### src/rtl/baud_pkg.sv
package baud_pkg;
  typedef struct packed {
    logic capture;
    logic load;
    logic step;
    logic judge;
    logic publish;
  } dpCtrl_t;

  typedef enum logic [2:0] {
    ST_IDLE,
    ST_LOAD,
    ST_DIV,
    ST_EVAL,
    ST_FIN
  } srchState_t;
endpackage

### src/rtl/baud_ctrl.sv
module baud_ctrl
  import baud_pkg::*;
#(
  parameter int DATA_W = 32,
  parameter int N_W    = 3,
  parameter int M_W    = 4
) (
  input  logic           clk,
  input  logic           rstN,
  input  logic           start,
  input  logic           exact,
  output dpCtrl_t        ctl,
  output logic [N_W-1:0] candN,
  output logic [M_W-1:0] candM,
  output logic           busy
);
  localparam int CNT_W  = $clog2(DATA_W);
  localparam int PAIR_W = N_W + M_W;

  srchState_t        state;
  logic [CNT_W-1:0]  stepCnt;
  logic [PAIR_W-1:0] pairIdx;
  logic              lastPair;

  assign {candN, candM} = pairIdx;
  assign lastPair       = &pairIdx;
  assign busy           = (state != ST_IDLE);

  always_comb begin
    ctl         = '0;
    ctl.capture = (state == ST_IDLE) && start;
    ctl.load    = (state == ST_LOAD);
    ctl.step    = (state == ST_DIV);
    ctl.judge   = (state == ST_EVAL);
    ctl.publish = (state == ST_FIN);
  end

  always_ff @(posedge clk or negedge rstN) begin
    if (!rstN) begin
      state   <= ST_IDLE;
      stepCnt <= '0;
      pairIdx <= '0;
    end else begin
      unique case (state)
        ST_IDLE: if (start) begin
          state   <= ST_LOAD;
          pairIdx <= '0;
        end
        ST_LOAD: begin
          state   <= ST_DIV;
          stepCnt <= '0;
        end
        ST_DIV: begin
          stepCnt <= stepCnt + 1'b1;
          if (stepCnt == CNT_W'(DATA_W - 1)) state <= ST_EVAL;
        end
        ST_EVAL: begin
          if (exact || lastPair) state <= ST_FIN;
          else begin
            pairIdx <= pairIdx + 1'b1;
            state   <= ST_LOAD;
          end
        end
        ST_FIN:  state <= ST_IDLE;
        default: state <= ST_IDLE;
      endcase
    end
  end
endmodule

### src/rtl/baud_dp.sv
module baud_dp
  import baud_pkg::*;
#(
  parameter int DATA_W = 32,
  parameter int N_W    = 3,
  parameter int M_W    = 4
) (
  input  logic              clk,
  input  logic              rstN,
  input  dpCtrl_t           ctl,
  input  logic [DATA_W-1:0] coreClk,
  input  logic [DATA_W-1:0] reqFreq,
  input  logic [N_W-1:0]    candN,
  input  logic [M_W-1:0]    candM,
  output logic              exact,
  output logic [N_W-1:0]    factN,
  output logic [M_W-1:0]    factM,
  output logic              valid,
  output logic              done
);
  logic [DATA_W-1:0] clkQ, reqQ, divisor, quot, bestDiff;
  logic [DATA_W:0]   remR, remShift;
  logic [DATA_W-1:0] mExt, tenM, divNext, diff;
  logic [N_W-1:0]    bestN;
  logic [M_W-1:0]    bestM;
  logic              bestHit, qualify, better, subOk;

  // divisor = 10*(M+1) << (N+1), built from shifts and adds
  always_comb begin
    mExt    = DATA_W'(candM) + 1'b1;
    tenM    = (mExt << 3) + (mExt << 1);
    divNext = (tenM << 1) << candN;
  end

  assign remShift = {remR[DATA_W-1:0], quot[DATA_W-1]};
  assign subOk    = (remShift >= {1'b0, divisor});
  assign qualify  = (quot <= reqQ);
  assign diff     = reqQ - quot;
  assign better   = qualify && (diff < bestDiff);
  assign exact    = qualify && (diff == '0);

  always_ff @(posedge clk or negedge rstN) begin
    if (!rstN) begin
      clkQ     <= '0;
      reqQ     <= '0;
      divisor  <= '0;
      quot     <= '0;
      remR     <= '0;
      bestDiff <= '1;
      bestN    <= '0;
      bestM    <= '0;
      bestHit  <= 1'b0;
      factN    <= '0;
      factM    <= '0;
      valid    <= 1'b0;
      done     <= 1'b0;
    end else begin
      done <= 1'b0;
      if (ctl.capture) begin
        clkQ     <= coreClk;
        reqQ     <= reqFreq;
        bestDiff <= '1;
        bestN    <= '0;
        bestM    <= '0;
        bestHit  <= 1'b0;
        factN    <= '0;
        factM    <= '0;
        valid    <= 1'b0;
      end
      if (ctl.load) begin
        divisor <= divNext;
        quot    <= clkQ;
        remR    <= '0;
      end
      if (ctl.step) begin
        if (subOk) begin
          remR <= remShift - {1'b0, divisor};
          quot <= {quot[DATA_W-2:0], 1'b1};
        end else begin
          remR <= remShift;
          quot <= {quot[DATA_W-2:0], 1'b0};
        end
      end
      if (ctl.judge && better) begin
        bestDiff <= diff;
        bestN    <= candN;
        bestM    <= candM;
        bestHit  <= 1'b1;
      end
      if (ctl.publish) begin
        factN <= bestN;
        factM <= bestM;
        valid <= bestHit;
        done  <= 1'b1;
      end
    end
  end
endmodule

### src/rtl/baud_search.sv
module baud_search
  import baud_pkg::*;
#(
  parameter int DATA_W = 32,
  parameter int N_W    = 3,
  parameter int M_W    = 4
) (
  input  logic              clk,
  input  logic              rstN,
  input  logic              start,
  input  logic [DATA_W-1:0] coreClk,
  input  logic [DATA_W-1:0] reqFreq,
  output logic [N_W-1:0]    factN,
  output logic [M_W-1:0]    factM,
  output logic              valid,
  output logic              done
);
  dpCtrl_t        ctl;
  logic [N_W-1:0] candN;
  logic [M_W-1:0] candM;
  logic           exact;
  logic           busy;

  baud_ctrl #(.DATA_W(DATA_W), .N_W(N_W), .M_W(M_W)) u_ctrl (
    .clk(clk), .rstN(rstN), .start(start), .exact(exact),
    .ctl(ctl), .candN(candN), .candM(candM), .busy(busy)
  );

  baud_dp #(.DATA_W(DATA_W), .N_W(N_W), .M_W(M_W)) u_dp (
    .clk(clk), .rstN(rstN), .ctl(ctl), .coreClk(coreClk), .reqFreq(reqFreq),
    .candN(candN), .candM(candM), .exact(exact),
    .factN(factN), .factM(factM), .valid(valid), .done(done)
  );
endmodule

### config.mk
export PLATFORM = sky130hd
export DESIGN_NAME = baud_search
export DESIGN_NICKNAME = d
export VERILOG_FILES = /design/src/rtl/baud_pkg.sv /design/src/rtl/baud_ctrl.sv /design/src/rtl/baud_dp.sv /design/src/rtl/baud_search.sv
export SDC_FILE = /design/constraint.sdc
export NUM_CORES = 1
export LEC_CHECK = 0
export ABC_AREA = 1
export BUFFER_PORTS_ARGS = -buffer_cell sky130_fd_sc_hd__buf_4
export CAP_MARGIN = 20
export CELL_PAD_IN_SITES_DETAIL_PLACEMENT = 0
export CELL_PAD_IN_SITES_GLOBAL_PLACEMENT = 1
export CORE_UTILIZATION = 49
export CTS_BUF_LIST = sky130_fd_sc_hd__clkbuf_4 sky130_fd_sc_hd__clkbuf_8 sky130_fd_sc_hd__clkbuf_16
export DETAILED_ROUTE_END_ITERATION = 8
export PLACE_DENSITY_LB_ADDON = 0.1
export SKIP_LAST_GASP = 1
export SLEW_MARGIN = 25
export SYNTH_ARGS = -nofsm -noshare
export SYNTH_HDL_FRONTEND = slang
export SYNTH_HIERARCHICAL = 1
export SYNTH_SLANG_ARGS = --single-unit
### constraint.sdc
create_clock -name clk -period 7.07 [get_ports clk]
set_input_delay 1.414 -clock clk [delete_from_list [all_inputs] [get_ports clk]]
set_output_delay 1.414 -clock clk [all_outputs]
set_load 0.05 [all_outputs]
Yosys cells after proc, flatten, opt, wreduce, memory -nomap -nowiden
Index checks and enable logic that the tools add are counted.
- bits in registers: 224
- output and inout bits: 9
- word-level logic and storage cells: 74
- add/sub/neg operators: 6
- $lt $le $gt $ge: 3
- eq/ne operators: 8
- shift-type cells: 1
- multiplexer cells: 26
- reductions and logical operators: 14
- operators with widths (cell ; count):
    32-bit 2-to-1 mux ; 7
    32-bit subtractor ; 2
    33-bit by 32-bit >= comparator with 1-bit output ; 1
    32-bit less-or-equal comparator ; 1
    32-bit zero test ; 1
    32-bit less-than comparator ; 1
    32-bit by 3-bit left shift with 32-bit output ; 1
    31-bit adder ; 1
    3-bit 2-to-1 mux ; 6
    7-bit 2-to-1 mux ; 2
    7-bit case mux with 2 select lines ; 1
    4-bit 2-to-1 mux ; 3
    3-bit case mux with 4 select lines ; 1
    5-bit case mux with 2 select lines ; 1
    2-bit nonzero test ; 4
    7-bit by 1-bit adder with 7-bit output (second input constant) ; 1
    7-bit AND reduction ; 1
    3-bit by 2-bit == test with 1-bit output (second input constant) ; 2
    4-bit by 1-bit adder with 5-bit output (second input constant) ; 1
    5-bit by 1-bit adder with 5-bit output (second input constant) ; 1
    5-bit == test (second input constant) ; 1
    1-bit 2-to-1 mux ; 5
    1-bit logical AND ; 4
    2-bit inequality test (second input constant) ; 2
    7 further kinds ; 7

Depth between registers and ports, before layout
- word-level depth: 6
- depth in mapped cells: 28
- depth with buffers taken out: 27

Modules after synthesis
Netlist, hierarchy kept.
- modules (own cells, without submodules) (module ; times used ; cells an instance ; area each (sq um)):
    baud_dp ; 1 ; 1837 ; 12757.2
    baud_ctrl ; 1 ; 112 ; 842.1

Worst setup path after synthesis
Ideal clock, no wire load.
- path kind: flip-flop to flip-flop
- start: reg u_dp.quot[0]
- end: reg u_dp.bestDiff[0]
- library setup time: 0.077 ns
- data arrival time: 3.134 ns
- data required time: 6.993 ns
- slack: 3.858 ns
- stages on the path, launching flop included: 25
- path through: dfrtp_1 > ha_1 > fa_1 > inv_1 > nand2_1 > nand2_1 > nand3_1 > nand2_1 > nand2_1 > nand2_1 > nand3b_1 > nand2_1 > nand2_1 > nand2_1 > inv_1 > ha_1 > nand2_1 > nor2_1 > nand4_1 > nor4_1 > nand2_1 > nand3_4 > nand2_4 > buf_6 > o21a_1
- cells in the longest elaborated chain, start to end: 5
- RTL lines (what ; RTL line ; source):
    start: declaration ; baud_dp.sv:21 ; logic [DATA_W-1:0] clkQ, reqQ, divisor, quot, bestDiff;
    start signal: assignment ; baud_dp.sv:72 ; quot <= clkQ;
    start signal: assignment ; baud_dp.sv:78 ; quot <= {quot[DATA_W-2:0], 1'b1};
    start signal: assignment ; baud_dp.sv:81 ; quot <= {quot[DATA_W-2:0], 1'b0};
    32-bit subtractor ; baud_dp.sv:38 ; assign diff = reqQ - quot;
    32-bit less-than comparator ; baud_dp.sv:39 ; assign better = qualify && (diff < bestDiff);
    1-bit logical AND ; baud_dp.sv:39 ;
    1-bit logical AND ; baud_dp.sv:84 ; if (ctl.judge && better) begin
    32-bit 2-to-1 mux / 2-bit nonzero test (equally long branches) ; -- ;
    end signal: assignment ; baud_dp.sv:85 ; bestDiff <= diff;
    end: declaration ; baud_dp.sv:21 ;
Several ways; a longest one is shown, not always the timed one.
A chain may end at the register's enable or synchronous reset.

Worst setup path after layout
- start: reg u_dp.quot[0]
- end: reg u_dp.bestDiff[7]
The elaborated chain is that of the path after synthesis.

==> results.sh <==
export IMPL_post_place_ws_ns=2.968
export IMPL_syn_to_final_growth_pct=12.85
export IMPL_io_pins=76
export IMPL_ys_ff_latch=207
export IMPL_crit_path_start_kind="flip-flop"
export IMPL_drive_above_1_share_pct=9.423
export IMPL_yosysMostFrequentCell="nand2_1"
export IMPL_hold_depth=1
export IMPL_status="completed"
export IMPL_tightest_slew_ns=0.9169
export IMPL_arrival_ns=4.57
export IMPL_hold_viol_final=0
export IMPL_grt_pass1_wl_um=56930
export IMPL_clkSinkCount=207
export IMPL_finalSetupTns_ns=0
export IMPL_synth_async_sr_flop_share_pct=100.0
export IMPL_finalNetCount=2163
export IMPL_finalCriticalPeriod_ns=4.111
export IMPL_synth_xor_area_share_pct=1.352
export IMPL_wl_per_cell_um=14.09
export IMPL_utilization_pct=56.63
export IMPL_clk_pin_slew_ns=0.06
export IMPL_dpl_hpwl_um=25700
export IMPL_via_per_inst=4.996
export IMPL_ant_nets=0
export IMPL_die_w_um=168.6
export IMPL_final_cells=2399
export IMPL_cellLeakagePower_nw=8.457
export IMPL_period_share_pct=58.15
export IMPL_drt_iter0_drc=831
export IMPL_cts_buffers=24
export IMPL_crit_fanout=46
export IMPL_synth_area_top_cells="dfrtp_1 32%, nand2_1 17%, inv_1 9.0%, ha_1 7.7%, dfstp_2 6.2%"
export IMPL_syn_area_um2=13600
export IMPL_port_buffer_count=75
export IMPL_dr_total_vias=11990
export IMPL_yosysTopAreaCellShare_pct=32.20
export IMPL_placed_cells=2356
export IMPL_synthAdderAreaFrac_pct=8.023
export IMPL_finalSetupViolCount=0
export IMPL_design_area_um2=15350
export IMPL_htree_levels=1
export IMPL_synth_simple_gate_area_share_pct=29.36
export IMPL_start_util_pct=50.18
export IMPL_fmax_ghz=0.2432
export IMPL_grt_pass1_vias=11360
export IMPL_syn_inst=1949
export IMPL_dieArea_um2=28420
export IMPL_cts_tree="yes"
export IMPL_postCtsSetupBuffers=0
export IMPL_drc=0
export IMPL_ys_seq_area_share_pct=38.38
export IMPL_grtUsageTotal_pct=24.71
export IMPL_path_class="reg -> reg"
export IMPL_antenna_found_initial=0
export IMPL_synth_nets=2102
export IMPL_fin_ws_ns=2.959
export IMPL_cts_hold_buf=0
export IMPL_ff2ff_setup_slack_ns=2.96
export IMPL_hold_class="reg -> reg"
export IMPL_coreArea_um2=27100
export IMPL_skew_ns=0.007274
export IMPL_rsz0062_at_grt="no"
export IMPL_netlist_top_cells_count="604 x nand2_1, 326 x inv_1, 194 x nor2_1"
export IMPL_r2r_cells=26
export IMPL_rows=60
export IMPL_fp_dieH_um=168.6
export IMPL_root_buffer="clkbuf_16"
export IMPL_max_slew_margin_pct=38.87
export IMPL_syn_area_per_cell_um2=6.978
export IMPL_routed_wl_um=33800
export IMPL_synth_compound_area_share_pct=11.91
export IMPL_synth_distinct_cells=51
export IMPL_yosysWarnings=6
export IMPL_synth_edff_count=0
export IMPL_diodes=0
export IMPL_yosysTopAreaCell="dfrtp_1"
export IMPL_gp_congestion=0.8955
export IMPL_muxShareOfSynthArea_pct=0
export IMPL_cap_violations=0
export IMPL_synth_top_family_by_area="simple AND/OR/NAND/NOR gates"
export IMPL_p_per_area_nw_per_um2=514.9
export IMPL_overflow=0
export IMPL_worst_setup_path_end_kind="flip-flop"
export IMPL_maxSlewViolCount=0
export IMPL_cts_resized=0
export IMPL_clkLatencyLatePin_ns=0.53
export IMPL_cts_path_max_buffers=3
export IMPL_ir_worst_vdd_mv=0.2129
export IMPL_grt_start_max_net_pins=108
export IMPL_ys_flop_type="dfrtp_1"
export IMPL_drt_pass1_iterations=5
export IMPL_fillers=2647
export IMPL_dpl_cell_area_um2=14470
export IMPL_cp_data_required_time_ns=7.53
## where the power goes
group / switching (mW) / leakage, nW / total, mW / internal [mW]
Clock: 0.509 / 0.424 / 1.35 / 0.842
Sequential: 0.255 / 2.54 / 1.92 / 1.67
Combinational: 3.09 / 5.49 / 4.63 / 1.54
## path summary, 6_finish.rpt
kind                                               startpoint                       endpoint
worst min register to register  u_ctrl/stepCnt[3]$_DFFE_PN0N_  u_ctrl/stepCnt[3]$_DFFE_PN0N_
worst max register to register       u_dp/quot[0]$_DFFE_PN0P_   u_dp/bestDiff[7]$_DFFE_PN1P_
worst max-delay path                 u_dp/quot[0]$_DFFE_PN0P_   u_dp/bestDiff[7]$_DFFE_PN1P_
worst min-delay path            u_ctrl/stepCnt[3]$_DFFE_PN0N_  u_ctrl/stepCnt[3]$_DFFE_PN0N_
min in group asynchronous                                rstN      u_dp/bestM[2]$_DFFE_PN0P_
max in group asynchronous                                rstN      u_dp/remR[23]$_DFFE_PN0P_
## registers in the layout (all words and copies together) (netlist names)
name	cells
u_dp/valid	1
u_dp/remR	32
u_dp/factM	4
u_ctrl/state	3
u_dp/bestHit	1
u_dp/quot	32
u_dp/bestN	3
u_dp/factN	3
u_dp/done	1
u_ctrl/pairIdx	7
u_dp/bestDiff	32
u_dp/reqQ	32
u_ctrl/stepCnt	5
u_dp/clkQ	32
u_dp/bestM	4
u_dp/divisor	15
## per-layer routing
metal / GRT usage, % / wire length, µm / up-vias
met2: 36.84 / 13810 / 220
met3: 2.665 / 1604 / 36
met5: 0 / 0 / -
li1: - / - / 6283
met4: 5.099 / 533 / 0
met1: 38.41 / 17860 / 5446
## critical path, cell delays in order, from the launching register on
cell and delay (ns):
dfrtp_1 0.41, ha_1 0.22, fa_1 0.40, inv_1 0.08, nand2_1 0.05, nand2_1 0.11
nand3_1 0.10, nand2_1 0.12, nand2_1 0.08, nand2_1 0.10, nand2_1 0.08, nand2_1 0.07
nand2_1 0.05, nand2_1 0.08, inv_1 0.05, ha_1 0.27, nand2_1 0.07, inv_1 0.05
o21ai_0 0.07, a21oi_1 0.08, o21bai_1 0.12, nand2_1 0.08, nor2_1 0.19, nand3_4 0.44
nand2_4 0.48, nor2_1 0.08, nor2_1 0.12
## final cells by class
class                      instances  area, µm²  area share [%]
clock buffer                      28      649.4           4.231
clock inverter                    15      226.5           1.476
inverter                         331       1242           8.096
multi-input combinational       1362       6894           44.92
sequential                       207       5220           34.01
tap                              372      465.4           3.033
timing repair buffer              84      649.4           4.231
## logic make-up (layout without fill, tap and decap cells)
logic type | count (synthesis) | after routing
xor gates and xnor gates | 21 | 21
AOI/OAI and AO/OA | 287 | 287
DFF | 207 | 207
and+or+nand+nor | 968 | 968
adders and majority gates | 86 | 86
buffers and inverters | 380 | 458
## layout by cell type (no fill, tap or decap), drive strengths merged, types with 3 or more instances in the layout
cell	instances
nand2	613
inv	328
nor2	198
dfrtp	175
o21ai	113
nand3	99
ha	84
buf	83
a21oi	80
o22ai	43
dfstp	32
clkbuf	29
a31oi	19
nor3	17
nand4	14
nand3b	12
xnor2	11
xor2	10
clkinv	10
o211ai	9
o21bai	7
nor4	6
bufinv	5
a21o	5
clkinvlp	3
nor3b	3
a211oi	3
## through the flow
stage | power [mW] | hold WS [ns]
2_1_floorplan | 5.361 | 0.4402
3_3_place_gp | 6.454 | 0.4570
3_5_place_dp | 6.535 | 0.4653
4_1_cts | 7.931 | 0.4820
5_1_grt | 8.749 | 0.4938
6_report | 7.902 | 0.4730
Power figures use the tool's default switching activity.
